--- config.mk ---
export PLATFORM = sky130hd
export DESIGN_NAME = exc_entry_seq
export DESIGN_NICKNAME = d
export VERILOG_FILES = /design/src/rtl/exc_entry_pkg.sv /design/src/rtl/exc_arbiter.sv /design/src/rtl/exc_target.sv /design/src/rtl/exc_ctx_adjust.sv /design/src/rtl/exc_entry_seq.sv
export SDC_FILE = /design/constraint.sdc
export NUM_CORES = 1
export LEC_CHECK = 0
export CAP_MARGIN = 10
export CELL_PAD_IN_SITES_DETAIL_PLACEMENT = 1
export CELL_PAD_IN_SITES_GLOBAL_PLACEMENT = 2
export CORE_ASPECT_RATIO = 0.6
export CORE_MARGIN = 2
export CORE_UTILIZATION = 27
export CTS_CLUSTER_SIZE = 16
export DETAILED_ROUTE_END_ITERATION = 10
export PLACE_DENSITY = 0.87
export SKIP_CTS_REPAIR_TIMING = 1
export SYNTH_ARGS = -nofsm -noshare
export SYNTH_HDL_FRONTEND = slang
export SYNTH_HIERARCHICAL = 1
export SYNTH_SLANG_ARGS = --single-unit
--- constraint.sdc ---
create_clock -name clk -period 6.8 [get_ports clk]
set_clock_uncertainty 0.05 [all_clocks]
set_input_delay 1.36 -clock clk [delete_from_list [all_inputs] [get_ports clk]]
set_output_delay 1.36 -clock clk [all_outputs]
set_load 0.005 [all_outputs]
--- src/rtl/exc_entry_pkg.sv ---
// Package: shared constants for the exception entry sequencer.
// Assumes a 32-bit status word with fixed field positions.
package exc_entry_pkg;
    localparam int CODE_W  = 12;
    localparam int FLAG_W  = 4;

    // Status word field positions
    localparam int SR_BLOCK = 28;
    localparam int SR_BANK  = 29;
    localparam int SR_PRIV  = 30;
    localparam int SR_FPOFF = 15;
    localparam int SR_MLSB  = 4;

    // Delay-slot flag positions
    localparam int DS_UNCOND = 0;
    localparam int DS_COND   = 1;
    localparam int DS_TAKEN  = 2;
    localparam int DS_WIPE   = 3;

    // Event codes with special handling
    localparam logic [CODE_W-1:0] EV_RESET   = 12'h000;
    localparam logic [CODE_W-1:0] EV_MRESET  = 12'h020;
    localparam logic [CODE_W-1:0] EV_MULTHIT = 12'h140;
    localparam logic [CODE_W-1:0] EV_TLB_RD  = 12'h040;
    localparam logic [CODE_W-1:0] EV_TLB_WR  = 12'h060;
    localparam logic [CODE_W-1:0] EV_TRAP    = 12'h160;
    localparam logic [CODE_W-1:0] EV_UNBLK   = 12'h1E0;

    typedef enum logic [1:0] {
        PICK_NONE = 2'd0,
        PICK_EXC  = 2'd1,
        PICK_IRQ  = 2'd2
    } pick_e;
endpackage

--- src/rtl/exc_arbiter.sv ---
// Module: exc_arbiter
// Chooses between a pending exception and a pending interrupt.
// Applies the blocked-state substitution of the event code.
// Assumes the interrupt controller answers in the same cycle.
module exc_arbiter
    import exc_entry_pkg::*;
(
    input  logic              exc_valid,
    input  logic [CODE_W-1:0] exc_code,
    input  logic              irq_req,
    input  logic              irq_vec_valid,
    input  logic              blocked,
    input  logic              halt_wake,
    output pick_e             pick,
    output logic [CODE_W-1:0] eff_code,
    output logic              halt_clr
);
    logic irq_alone;

    // Priority decision: an exception always wins over an interrupt.
    always_comb begin
        irq_alone = irq_req && !exc_valid;
        halt_clr  = irq_alone && blocked && halt_wake;
        eff_code  = (blocked && exc_code != EV_UNBLK) ? EV_RESET : exc_code;
        if (exc_valid)
            pick = PICK_EXC;
        else if (irq_alone && (!blocked || halt_wake) && irq_vec_valid)
            pick = PICK_IRQ;
        else
            pick = PICK_NONE;
    end
endmodule

--- src/rtl/exc_target.sv ---
// Module: exc_target
// Builds the new status word and handler address for the chosen event.
// Assumes XLEN >= 32 so that the status field positions exist.
module exc_target
    import exc_entry_pkg::*;
#(
    parameter int               XLEN     = 32,
    parameter logic [XLEN-1:0]  RESET_PC = 32'hA000_0000,
    parameter int               OFS_GEN  = 'h100,
    parameter int               OFS_TLB  = 'h400,
    parameter int               OFS_IRQ  = 'h600
)(
    input  pick_e             pick,
    input  logic [CODE_W-1:0] code,
    input  logic [XLEN-1:0]   sr_in,
    input  logic [XLEN-1:0]   pc_in,
    input  logic [XLEN-1:0]   vbr_in,
    output logic [XLEN-1:0]   sr_next,
    output logic [XLEN-1:0]   pc_next
);
    logic reset_class;
    logic tlb_class;

    // Class decode of the event code.
    always_comb begin
        reset_class = (code == EV_RESET) || (code == EV_MRESET) || (code == EV_MULTHIT);
        tlb_class   = (code == EV_TLB_RD) || (code == EV_TLB_WR);
    end

    // Status and vector selection by event kind and class.
    always_comb begin
        sr_next = sr_in;
        pc_next = pc_in;
        if (pick != PICK_NONE) begin
            sr_next[SR_BLOCK] = 1'b1;
            sr_next[SR_BANK]  = 1'b1;
            sr_next[SR_PRIV]  = 1'b1;
        end
        case (pick)
            PICK_EXC: begin
                if (reset_class) begin
                    sr_next[SR_FPOFF]           = 1'b0;
                    sr_next[SR_MLSB+3:SR_MLSB]  = 4'hF;
                    pc_next                     = RESET_PC;
                end else if (tlb_class) begin
                    pc_next = vbr_in + XLEN'(OFS_TLB);
                end else begin
                    pc_next = vbr_in + XLEN'(OFS_GEN);
                end
            end
            PICK_IRQ: pc_next = vbr_in + XLEN'(OFS_IRQ);
            default:  ;
        endcase
    end
endmodule

--- src/rtl/exc_ctx_adjust.sv ---
// Module: exc_ctx_adjust
// Computes the saved PC (delay-slot rewind, trap advance) and the flags after entry.
// Assumes instructions are 2 bytes long.
module exc_ctx_adjust
    import exc_entry_pkg::*;
#(
    parameter int XLEN = 32
)(
    input  pick_e             pick,
    input  logic [CODE_W-1:0] code,
    input  logic [XLEN-1:0]   pc_in,
    input  logic [FLAG_W-1:0] flags_in,
    output logic [XLEN-1:0]   spc_next,
    output logic [FLAG_W-1:0] flags_next
);
    logic in_slot;
    logic is_trap;

    // Saved-PC arithmetic and flag cleanup.
    always_comb begin
        in_slot  = flags_in[DS_UNCOND] || flags_in[DS_COND];
        is_trap  = (pick == PICK_EXC) && (code == EV_TRAP);
        spc_next = pc_in - (in_slot ? XLEN'(2) : XLEN'(0)) + (is_trap ? XLEN'(2) : XLEN'(0));
        flags_next = flags_in;
        if (in_slot) begin
            flags_next[DS_UNCOND] = 1'b0;
            flags_next[DS_COND]   = 1'b0;
            flags_next[DS_TAKEN]  = 1'b0;
        end
        if (flags_in[DS_WIPE])
            flags_next = '0;
    end
endmodule

--- src/rtl/exc_entry_seq.sv ---
// Module: exc_entry_seq (top)
// Accepts one exception or interrupt per clock.
// Registers the saved context, event codes, new status word and handler address.
// Assumes a synchronous active-low reset. Outputs hold their values between entries.
module exc_entry_seq
    import exc_entry_pkg::*;
#(
    parameter int              XLEN     = 32,
    parameter logic [XLEN-1:0] RESET_PC = 32'hA000_0000,
    parameter int              OFS_GEN  = 'h100,
    parameter int              OFS_TLB  = 'h400,
    parameter int              OFS_IRQ  = 'h600
)(
    input  logic              clk,
    input  logic              rst_n,
    input  logic              exc_valid,
    input  logic [11:0]       exc_code,
    input  logic              irq_req,
    input  logic              irq_vec_valid,
    input  logic [11:0]       irq_vec,
    output logic [3:0]        irq_mask_level,
    input  logic [XLEN-1:0]   sr_in,
    input  logic [XLEN-1:0]   pc_in,
    input  logic [XLEN-1:0]   r15_in,
    input  logic [XLEN-1:0]   vbr_in,
    input  logic              halt_wake,
    input  logic [3:0]        dslot_in,
    output logic              taken,
    output logic              halt_clr,
    output logic [XLEN-1:0]   ssr,
    output logic [XLEN-1:0]   spc,
    output logic [XLEN-1:0]   sgr,
    output logic [11:0]       expevt,
    output logic [11:0]       intevt,
    output logic [XLEN-1:0]   sr_out,
    output logic [XLEN-1:0]   pc_out,
    output logic [3:0]        dslot_out
);
    pick_e             pick;
    logic [CODE_W-1:0] eff_code;
    logic              halt_clr_c;
    logic [XLEN-1:0]   sr_next, pc_next, spc_next;
    logic [FLAG_W-1:0] flags_next;

    assign irq_mask_level = sr_in[SR_MLSB+3:SR_MLSB];

    exc_arbiter u_arb (
        .exc_valid     (exc_valid),
        .exc_code      (exc_code),
        .irq_req       (irq_req),
        .irq_vec_valid (irq_vec_valid),
        .blocked       (sr_in[SR_BLOCK]),
        .halt_wake     (halt_wake),
        .pick          (pick),
        .eff_code      (eff_code),
        .halt_clr      (halt_clr_c)
    );

    exc_target #(
        .XLEN(XLEN), .RESET_PC(RESET_PC),
        .OFS_GEN(OFS_GEN), .OFS_TLB(OFS_TLB), .OFS_IRQ(OFS_IRQ)
    ) u_tgt (
        .pick    (pick),
        .code    (eff_code),
        .sr_in   (sr_in),
        .pc_in   (pc_in),
        .vbr_in  (vbr_in),
        .sr_next (sr_next),
        .pc_next (pc_next)
    );

    exc_ctx_adjust #(.XLEN(XLEN)) u_ctx (
        .pick       (pick),
        .code       (eff_code),
        .pc_in      (pc_in),
        .flags_in   (dslot_in),
        .spc_next   (spc_next),
        .flags_next (flags_next)
    );

    // Strobes: entry accepted, halt-wake clear request.
    always_ff @(posedge clk) begin
        if (!rst_n) begin
            taken    <= 1'b0;
            halt_clr <= 1'b0;
        end else begin
            taken    <= (pick != PICK_NONE);
            halt_clr <= halt_clr_c;
        end
    end

    // Context registers: loaded only when an event is accepted.
    always_ff @(posedge clk) begin
        if (!rst_n) begin
            ssr       <= '0;
            spc       <= '0;
            sgr       <= '0;
            expevt    <= '0;
            intevt    <= '0;
            sr_out    <= '0;
            pc_out    <= '0;
            dslot_out <= '0;
        end else if (pick != PICK_NONE) begin
            ssr       <= sr_in;
            spc       <= spc_next;
            sgr       <= r15_in;
            sr_out    <= sr_next;
            pc_out    <= pc_next;
            dslot_out <= flags_next;
            if (pick == PICK_EXC) expevt <= eff_code;
            else                  intevt <= irq_vec;
        end
    end

    // a pending exception is always accepted and leaves intevt alone
    a_r1_exc_wins: assert property (@(posedge clk) disable iff (!rst_n)
        exc_valid |=> taken && $stable(intevt));

    // blocked state turns ordinary codes into the reset code
    a_r2_blocked_reset: assert property (@(posedge clk) disable iff (!rst_n)
        (exc_valid && sr_in[SR_BLOCK] && exc_code != EV_UNBLK)
        |=> (expevt == EV_RESET) && (pc_out == RESET_PC));

    // blocked interrupt without wake is not taken
    a_r3_blocked_irq: assert property (@(posedge clk) disable iff (!rst_n)
        (irq_req && !exc_valid && sr_in[SR_BLOCK] && !halt_wake) |=> !taken);

    // context capture and status bits on entry
    a_r4_ctx_save: assert property (@(posedge clk) disable iff (!rst_n)
        taken |-> (sgr == $past(r15_in)) && (ssr == $past(sr_in))
                  && sr_out[SR_BLOCK] && sr_out[SR_BANK] && sr_out[SR_PRIV]);

    // an unblocked interrupt with a vector goes to the interrupt offset
    a_r10_irq_vector: assert property (@(posedge clk) disable iff (!rst_n)
        (irq_req && !exc_valid && irq_vec_valid && !sr_in[SR_BLOCK])
        |=> (pc_out == $past(vbr_in) + XLEN'(OFS_IRQ)) && (intevt == $past(irq_vec)));

    // without an entry nothing changes
    a_r11_hold: assert property (@(posedge clk) disable iff (!rst_n)
        !taken |-> $stable(pc_out) && $stable(sr_out) && $stable(spc) && $stable(expevt));
endmodule

==> impl_metrics.json, run 1 <==
{
  "status": "completed",
  "post-place-ws_ps": 380,
  "worst_pin_slew_ps": 940,
  "numCtsBuffers": 17,
  "power_density_nw_per_um2": 200,
  "drv_cap": 0,
  "h-tree-depth": 4,
  "setup_tns_ps": 0,
  "crit_chain": "clkdlybuf4s50_1 -> or4b_4 -> o32ai_1 -> nor4bb_1 -> nand2_1 -> nor4_2 -> buf_4 -> fa_1 -> inv_1 -> fa_1 -> nand2b_1 -> a21oi_1 -> o21ai_2 -> a31oi_4 -> a2111o_1 -> a31oi_2 -> o31ai_2 -> xor2_1 -> o211ai_1 -> o21ai_1",
  "ys_async_sr_fraction": 0,
  "grt_pass1_vias": 11600,
  "fp.dieW_um": 269,
  "post-route-period-util": 0.882,
  "synthCells": 1410,
  "grt_overflow": 0,
  "max_slew_margin": 0.373,
  "cpLargestDelayFamily": "compound AO/OA/AOI/OAI gates",
  "fin_nets": 1856,
  "wire_per_inst_um": 20.8,
  "cts.sinks": 190,
  "synthDistinctLibCells": 85,
  "clock_path_buffers": 2,
  "rsz0062_at_grt": "false",
  "drc": 0,
  "ys_seq_area_frac": 0.335,
  "gp_congestion": 0.881,
  "ant_nets": 0,
  "worst-path-buf-inv": 3,
  "gr-usage-all-layers": 0.207,
  "cp_common_cell": "fa_1",
  "dieArea_um2": 43800,
  "syn_to_final_growth_pct": 36.4,
  "drt_first_pass_iters": 5,
  "cts_tree": "yes",
  "yosys_register_bits": 190,
  "start_util": 0.273,
  "timing.final.ws_setup_ps": 800,
  "max_freq_mhz": 167,
  "synth_top_area_share": 0.335,
  "endpoint_kind": "flip-flop",
  "grt_max_degree": 153,
  "yosysTopAreaCell": "dfxtp_1",
  "multi_input_area_um2": 6410,
  "drt-total-wl_um": 46500,
  "core-area_um2": 41700,
  "dr_total_vias": 11500,
  "min_path_type": "reg2reg",
  "cp.required_ps": 7060,
  "drt-initial-drc-count": 800,
  "fp.dieH_um": 163,
  "synth_enable_flop_cells": 0,
  "grt_antenna_before_repair": 1,
  "fillers": 4935,
  "yosysWarnings": 6,
  "worst_path_largest_cell_delay_ps": 650,
  "portBuffers": 355,
  "hold_viol_final": 0,
  "cp_max_fo": 5,
  "whs_ps": 400,
  "rows": 58,
  "clk_pin_slew_worst_paths_ps": 80,
  "synth_common_cells": "nand2_1 (235), dfxtp_1 (190), o211ai_1 (166), o21ai_1 (154), inv_1 (51)",
  "clkLatencyLatePin_ps": 440,
  "netlist_top_cells_area": "dfxtp_1 (33%), o211ai_1 (11%), nand2_1 (7.8%)",
  "setup_viol": 0,
  "drive_gt1_frac": 0.0528,
  "period_needed_ps": 6000,
  "n_antenna_cell": 0,
  "yosysMostFrequentCell": "nand2_1",
  "synth_top_flop_cell": "dfxtp_1",
  "arrival_ps": 6260,
  "syn_area_per_cell_um2": 8.05,
  "vias_per_cell": 5.13,
  "start_kind": "input port",
  "ios": 356,
  "dpl.hpwl_um": 34200,
  "slew_violations": 0,
  "slowest_stage": "o32ai_1",
  "ff_latch_area_um2": 3800,
  "p_leak_nw": 5.44,
  "grt_pass1_wl_um": 70200,
  "worstSetupPathType": "in2reg",
  "syn_area_um2": 11400,
  "cts-root-buf": "clkbuf_16",
  "ir_drop_mv": 0.118
}
## power by group
part	internal [mW]	switching [mW]
clock	0.508	0.548
combinational	0.386	0.416
sequential	1.19	0.0438
total	2.09	1.01
## metal layers
metal	up-vias	track usage	share of wire
li1	5472	-	-
met5	-	0	0.00026
met4	2	0.0437	0.014
met2	308	0.317	0.43
met1	5664	0.291	0.49
met3	27	0.0558	0.069
## cells by family (layout without fill, tap and decap cells)
| kind of cell | Yosys count | after routing | share of synthesized area |
|---|---|---|---|
| AO/OA/AOI/OAI | 473 | 473 | 0.274 |
| AND/OR/NAND/NOR | 414 | 414 | 0.173 |
| buffers and inverters | 206 | 461 | 0.102 |
| flip-flops | 190 | 190 | 0.335 |
| XOR/XNOR | 59 | 59 | 0.0455 |
| adder cells (fa/ha/maj) | 40 | 40 | 0.0454 |
| multiplexers | 27 | 27 | 0.0242 |
| other | 1 | 3 | 0.000330 |
## worst register-to-register path, cell delays in order (launching register included)
cell     delay [ps]
dfxtp_1         370
nand2_1          60
mux2i_1         190
## registers in the layout, indices dropped and copies added, names as in the netlist
| signal | count |
|---|---|
| spc | 32 |
| sr_out | 32 |
| halt_clr | 1 |
| ssr | 32 |
| expevt | 12 |
| sgr | 32 |
| pc_out | 32 |
| intevt | 12 |
| taken | 1 |
| dslot_out | 4 |
## through the flow
step / total power, mW / utilization / area [um^2] / std cells
global placement: 2.05 / 0.357 / 14900 / 2205
finish: 3.10 / 0.372 / 15500 / 2237
CTS: 3.15 / 0.372 / 15500 / 2237
global route: 3.27 / 0.372 / 15500 / 2237
detailed placement: 2.07 / 0.357 / 14900 / 2205
floorplan: 1.66 / - / 11400 / 1412
## cells in the final DEF, fill, tap and decap left out, types with 8 or more instances in the layout
cell / count
dfxtp_1: 190
inv_1: 51
a22o_1: 9
nand3_1: 19
nor2_1: 48
o211ai_1: 166
o221ai_1: 10
xnor2_1: 39
nand2b_1: 13
nor4_1: 8
nand4_1: 12
nand2_1: 235
mux2i_1: 26
o21ai_0: 32
a21oi_1: 29
a21o_1: 11
clkdlybuf4s50_1: 353
ha_1: 38
nor3_1: 12
nor2b_1: 26
clkbuf_16: 17
o21ai_1: 154
xor2_1: 20
buf_4: 20
## cell type report
cell class	instances	share of cell area
multi-input combinational	1016	0.414
sequential	190	0.246
timing repair buffer	377	0.242
tap	570	0.0461
clock buffer	18	0.0284
inverter	52	0.0126
clock inverter	14	0.0110
## worst paths after layout
| kind | depth (start not counted) | slack (ps) | start | endpoint |
|---|---|---|---|---|
| worst min-delay path | 2 | 400 | ssr[18] | ssr[18] |
| worst min register to register | 2 | 400 | ssr[18] | ssr[18] |
| worst max-delay path | 20 | 800 | exc_code[7] | spc[29] |
| worst max register to register | 2 | 6050 | expevt[6] | expevt[6] |
(Power assumes the default switching activity.)
==> run 2, diff against run 1 <==
Settings changed: CORE_UTILIZATION 27 to 24, PLACE_DENSITY 0.87 to 0.82.
Clock period 6.8 ns to 5.45 ns, I/O delays scaled along.
==> run 2 against run 1 <==
  * Non-clock buffer count increased by 38
  * Global-route usage decreased by 2.0 points
  * Worst setup slack got worse by 550 ps
  * Largest power group unchanged
  * Combinational power increased by 30%
==> impl_metrics.json, run 2 (synthesized netlist as in run 1, its figures left out) <==
{
  "cts-root-buf": "clkbuf_16",
  "grt_pass1_vias": 11600,
  "m1WireLength_um": 23300,
  "cts.sinks": 190,
  "endpoint_kind": "flip-flop",
  "ff_latch_area_um2": 3800,
  "multi_input_area_um2": 6550,
  "drt_first_pass_iters": 5,
  "path_depth": 21,
  "h-tree-depth": 4,
  "wl_met2_um": 21000,
  "arrival_ps": 5460,
  "max_slew_margin": 0.0802,
  "p_leak_nw": 5.78,
  "p_int_mw": 2.61,
  "drc": 0,
  "max_freq_mhz": 192,
  "p_total_mw": 3.86,
  "wire_per_inst_um": 20.4,
  "r2r_end": "expevt[11]",
  "gr-usage-all-layers": 0.187,
  "grt_overflow": 0,
  "cp-endpoint": "spc[29]",
  "rrSetupSlack_ps": 4670,
  "post-route-period-util": 0.955,
  "period_needed_ps": 5200,
  "pwr-share-seq": 0.400,
  "grt_antenna_before_repair": 0,
  "clk_pin_slew_worst_paths_ps": 80,
  "cp_max_fo": 4,
  "syn_to_final_growth_pct": 40.7,
  "fin_nets": 1894,
  "numCtsBuffers": 17,
  "ir_drop_mv": 0.135,
  "final_common_cell": "clkdlybuf4s50_1",
  "rows": 61,
  "slowest_stage": "or4b_4",
  "whs_ps": 400,
  "ios": 356,
  "slew_violations": 0,
  "core-area_um2": 46500,
  "mostFrequentLayoutCells": "clkdlybuf4s50_1 (345), nand2_1 (235), dfxtp_1 (190)",
  "setup_viol": 0,
  "fin_util": 0.344,
  "min_path_type": "reg2reg",
  "start_kind": "input port",
  "fin_cells": 2334,
  "start_util": 0.244,
  "gp_congestion": 0.891,
  "dr_total_vias": 11600,
  "dieArea_um2": 49100,
  "crit_chain": "dlymetal6s2s_1 -> or4b_4 -> buf_4 -> o41ai_4 -> nor4b_2 -> nand2_1 -> nor4_2 -> buf_4 -> fa_1 -> inv_2 -> fa_2 -> nand2b_4 -> a21oi_2 -> o21ai_2 -> a31oi_4 -> a2111o_1 -> a31oi_4 -> o31ai_2 -> xor2_1 -> o211ai_1 -> o21ai_1",
  "reg2reg_depth": 2,
  "drv_cap": 0,
  "cts_tree": "yes",
  "dpl.cell_count": 2295,
  "cp-startpoint": "exc_code[11]",
  "grt_max_degree": 169,
  "status": "completed",
  "combPwrFrac": 0.269,
  "fp.dieW_um": 285,
  "clkLatencyLatePin_ps": 450,
  "r2r-start": "expevt[11]",
  "ant_nets": 0,
  "clockPowerShare": 0.331,
  "worst-path-buf-inv": 4,
  "worstSetupPathType": "in2reg",
  "worst_path_largest_cell_delay_ps": 590,
  "p_sw_mw": 1.25,
  "drt-initial-drc-count": 752,
  "n_antenna_cell": 0,
  "fillers": 5442,
  "cpLargestDelayFamily": "compound AO/OA/AOI/OAI gates",
  "hold_viol_final": 0,
  "routed.top_layer": "met4",
  "worst_pin_slew_ps": 1380,
  "clock_path_buffers": 2,
  "dpl.hpwl_um": 34800,
  "drive_gt1_frac": 0.0816,
  "wl_met3_um": 2920,
  "vias_per_cell": 4.98,
  "fp.dieH_um": 172,
  "drt-total-wl_um": 47600,
  "power_density_nw_per_um2": 242,
  "cp.required_ps": 5710,
  "grt_pass1_wl_um": 71500,
  "swShare": 0.324,
  "portBuffers": 355
}
## run 2: cell types whose count changed in the layout (fill, tap and decap cells not counted), moves of 2 or more
cell	change
o41ai_4	+3
inv_8	+4
clkdlybuf4s50_1	-8
inv_6	-3
o41ai_1	-3
buf_4	+37
clkinv_4	+2
dlymetal6s2s_1	+8
clkinv_8	-4
## run 2: layer usage
metal  global-route usage  vias to the layer above
met5                    0                        -
met2                0.284                      322
li1                     -                     5558
met4               0.0291                        0
met3               0.0445                       18
met1                0.271                     5731
## run 2: how the worst min path moves through the flow
stage | end | cells after the start | startpoint
after floorplan | pc_out[0] | 2 | pc_out[0]
after global placement | sgr[14] | 2 | sgr[14]
after detailed placement | ssr[15] | 2 | ssr[15]
after CTS | pc_out[17] | 2 | pc_out[17]
after global routing | sr_out[10] | 2 | sr_out[10]
final | ssr[4] | 2 | ssr[4]
## run 2: power groups by stage
stage / registers (mW) / clock network (mW) / logic [mW]
after global placement: 1.57 / 0 / 1.01
after global routing: 1.56 / 1.39 / 1.13
final: 1.54 / 1.28 / 1.04
after detailed placement: 1.58 / 0 / 1.02
after CTS: 1.55 / 1.34 / 1.03
after floorplan: 1.58 / 0 / 0.495
## run 2: area by class of cell
class	count	share of cell area
clock buffer	17	0.0266
multi-input combinational	1016	0.410
clock inverter	14	0.00932
inverter	52	0.0122
tap	630	0.0493
timing repair buffer	415	0.255
sequential	190	0.238
## run 2: metrics by stage
stage,worst slack [ps],TNS [ps],instance area [um^2]
2_1_floorplan,284,0,11400
3_3_place_gp,-354,-2790,15200
5_1_grt,-19.6,-19.6,16000
3_5_place_dp,-532,-4900,15200
6_report,246,0,16000
4_1_cts,-60.9,-85.9,15800
## run 2: worst min-delay path, stage by stage (launching register included)
cell     delay (ps)
dfxtp_1         310
nand2_1          50
o21ai_1          50
==> run 3, diff against run 2 <==
Settings changed: PLACE_DENSITY 0.82 to default, PLACE_DENSITY_LB_ADDON from default to 0.1, SETUP_SLACK_MARGIN from default to 0.2.
==> run 3 against run 2 <==
  * Via count fell by 1.8%
  * Global-route usage increased by 1.0 points
  * Critical path type unchanged
  * Sequential share of layout area fell by 0.16 points
  * Cell count unchanged
  * Flip-flop and latch count unchanged
  * Clock power increased by 6%
  * Worst setup slack better by 31 ps
  * First-iteration DRC count fell by 4.0%
  * Maximum frequency rose by 0.60%
  * Critical endpoint unchanged
  * Register-to-register slack better by 50 ps
==> impl_metrics.json, run 3 (synthesized netlist as in run 1, its figures left out) <==
{
  "status": "completed",
  "grt_pass1_wl_um": 74100,
  "drt-initial-drc-count": 722,
  "fin_cells": 2334,
  "start_util": 0.244,
  "drt_first_pass_iters": 4,
  "p_sw_mw": 1.32,
  "cp_max_fo": 4,
  "syn_to_final_growth_pct": 41.7,
  "crit_chain": "buf_6 -> or4b_4 -> o41ai_4 -> nor4bb_4 -> nand2_1 -> nor4_2 -> buf_4 -> fa_1 -> inv_2 -> fa_2 -> nand2b_4 -> a21oi_4 -> o21ai_4 -> a31oi_4 -> a2111o_1 -> a31oi_4 -> o31ai_2 -> xor2_1 -> o211ai_1 -> o21ai_1",
  "grt_pass1_vias": 11400,
  "cp_common_cell": "a31oi_4",
  "fillers": 5425,
  "cp.required_ps": 5730,
  "post-route-period-util": 0.949,
  "cp-startpoint": "exc_code[3]",
  "worstSetupPathType": "in2reg",
  "period_needed_ps": 5170,
  "clkLatencyLatePin_ps": 460,
  "slew_violations": 0,
  "endpoint_kind": "flip-flop",
  "grt_antenna_before_repair": 0,
  "cts-root-buf": "clkbuf_16",
  "worst-path-buf-inv": 3,
  "vias_per_cell": 4.89,
  "final_common_cell": "clkdlybuf4s50_1",
  "grt_overflow": 0,
  "ios": 356,
  "dieArea_um2": 49100,
  "fin_area_um2": 16100,
  "portBuffers": 355,
  "cpLargestDelayFamily": "compound AO/OA/AOI/OAI gates",
  "p_int_mw": 2.64,
  "n_antenna_cell": 0,
  "min_path_type": "reg2reg",
  "fp.dieH_um": 172,
  "mostFrequentLayoutCells": "clkdlybuf4s50_1 (341), nand2_1 (235), dfxtp_1 (190)",
  "power_density_nw_per_um2": 246,
  "r2r-start": "expevt[8]",
  "rows": 61,
  "drc": 0,
  "rsz0062_at_grt": "true",
  "ant_nets": 0,
  "dr_total_vias": 11400,
  "worst_path_largest_cell_delay_ps": 610,
  "hp-start": "sgr[26]",
  "worst_pin_slew_ps": 979,
  "post_dp_cell_area_um2": 15200,
  "p_leak_nw": 5.82,
  "fp.dieW_um": 285,
  "core-area_um2": 46500,
  "clock_path_buffers": 2,
  "grt_max_degree": 169,
  "fin_nets": 1893,
  "clockPowerShare": 0.344,
  "wire_per_inst_um": 21.3,
  "clk_pin_slew_worst_paths_ps": 80,
  "dpl.hpwl_um": 36200,
  "swShare": 0.333,
  "arrival_ps": 5460,
  "slowest_stage": "or4b_4",
  "max_freq_mhz": 193,
  "max_slew_margin": 0.348,
  "combPwrFrac": 0.266,
  "cts_tree": "yes",
  "start_kind": "input port",
  "gp_congestion": 0.818,
  "drt-total-wl_um": 49800,
  "dpl.cell_count": 2294,
  "drv_cap": 0,
  "h-tree-depth": 4,
  "numCtsBuffers": 17,
  "setup_viol": 0,
  "cts.sinks": 190,
  "gr-usage-all-layers": 0.197,
  "drive_gt1_frac": 0.0839,
  "ir_drop_mv": 0.146,
  "hold_viol_final": 0,
  "pwr-share-seq": 0.390
}
-- run 3: area by class of cell --
| type | count | area, um^2 | share of cell area |
|---|---|---|---|
| clock buffer | 18 | 439 | 0.0273 |
| clock inverter | 14 | 185 | 0.0115 |
| inverter | 52 | 195 | 0.0121 |
| multi-input combinational | 1016 | 6600 | 0.410 |
| sequential | 190 | 3800 | 0.236 |
| tap | 630 | 788 | 0.0490 |
| timing repair buffer | 414 | 4080 | 0.254 |
-- run 3: layer usage --
layer,part of all wire,vias up,global-route usage
met5,0,-,0
met4,0.012,0,0.0391
met3,0.044,35,0.0417
met2,0.43,203,0.289
met1,0.51,5618,0.293
li1,-,5559,-
-- run 3: metrics by stage --
step                      power, mW  setup WS, ps   util  hold slack, ps  setup TNS, ps
after global placement         2.60          -368  0.327             384          -3510
after global routing           4.18           105  0.346             419              0
after floorplan                2.07           284      -             395              0
after detailed placement       2.61          -673  0.327             389          -9280
final                          3.96           277  0.346             400              0
after CTS                      4.01          -197  0.340             404           -744
-- run 3: worst paths after layout --
path               end  slack, ps  depth (start not counted)
max            spc[29]        280                         20
min            sgr[26]        400                          2
max reg2reg  expevt[8]       4720                          2
min reg2reg    sgr[26]        400                          2
-- run 3: power groups by stage --
stage	Sequential [mW]	Combinational (mW)	Clock, mW
after global placement	1.57	1.03	0
after CTS	1.55	1.04	1.42
final	1.54	1.05	1.36
after global routing	1.56	1.15	1.47
after detailed placement	1.58	1.04	0
after floorplan	1.58	0.495	0
-- run 3: worst min-delay path, cell delays in order, from the launching register on --
cell	delay, ps
dfxtp_1	310
nand2_1	50
o21ai_1	50
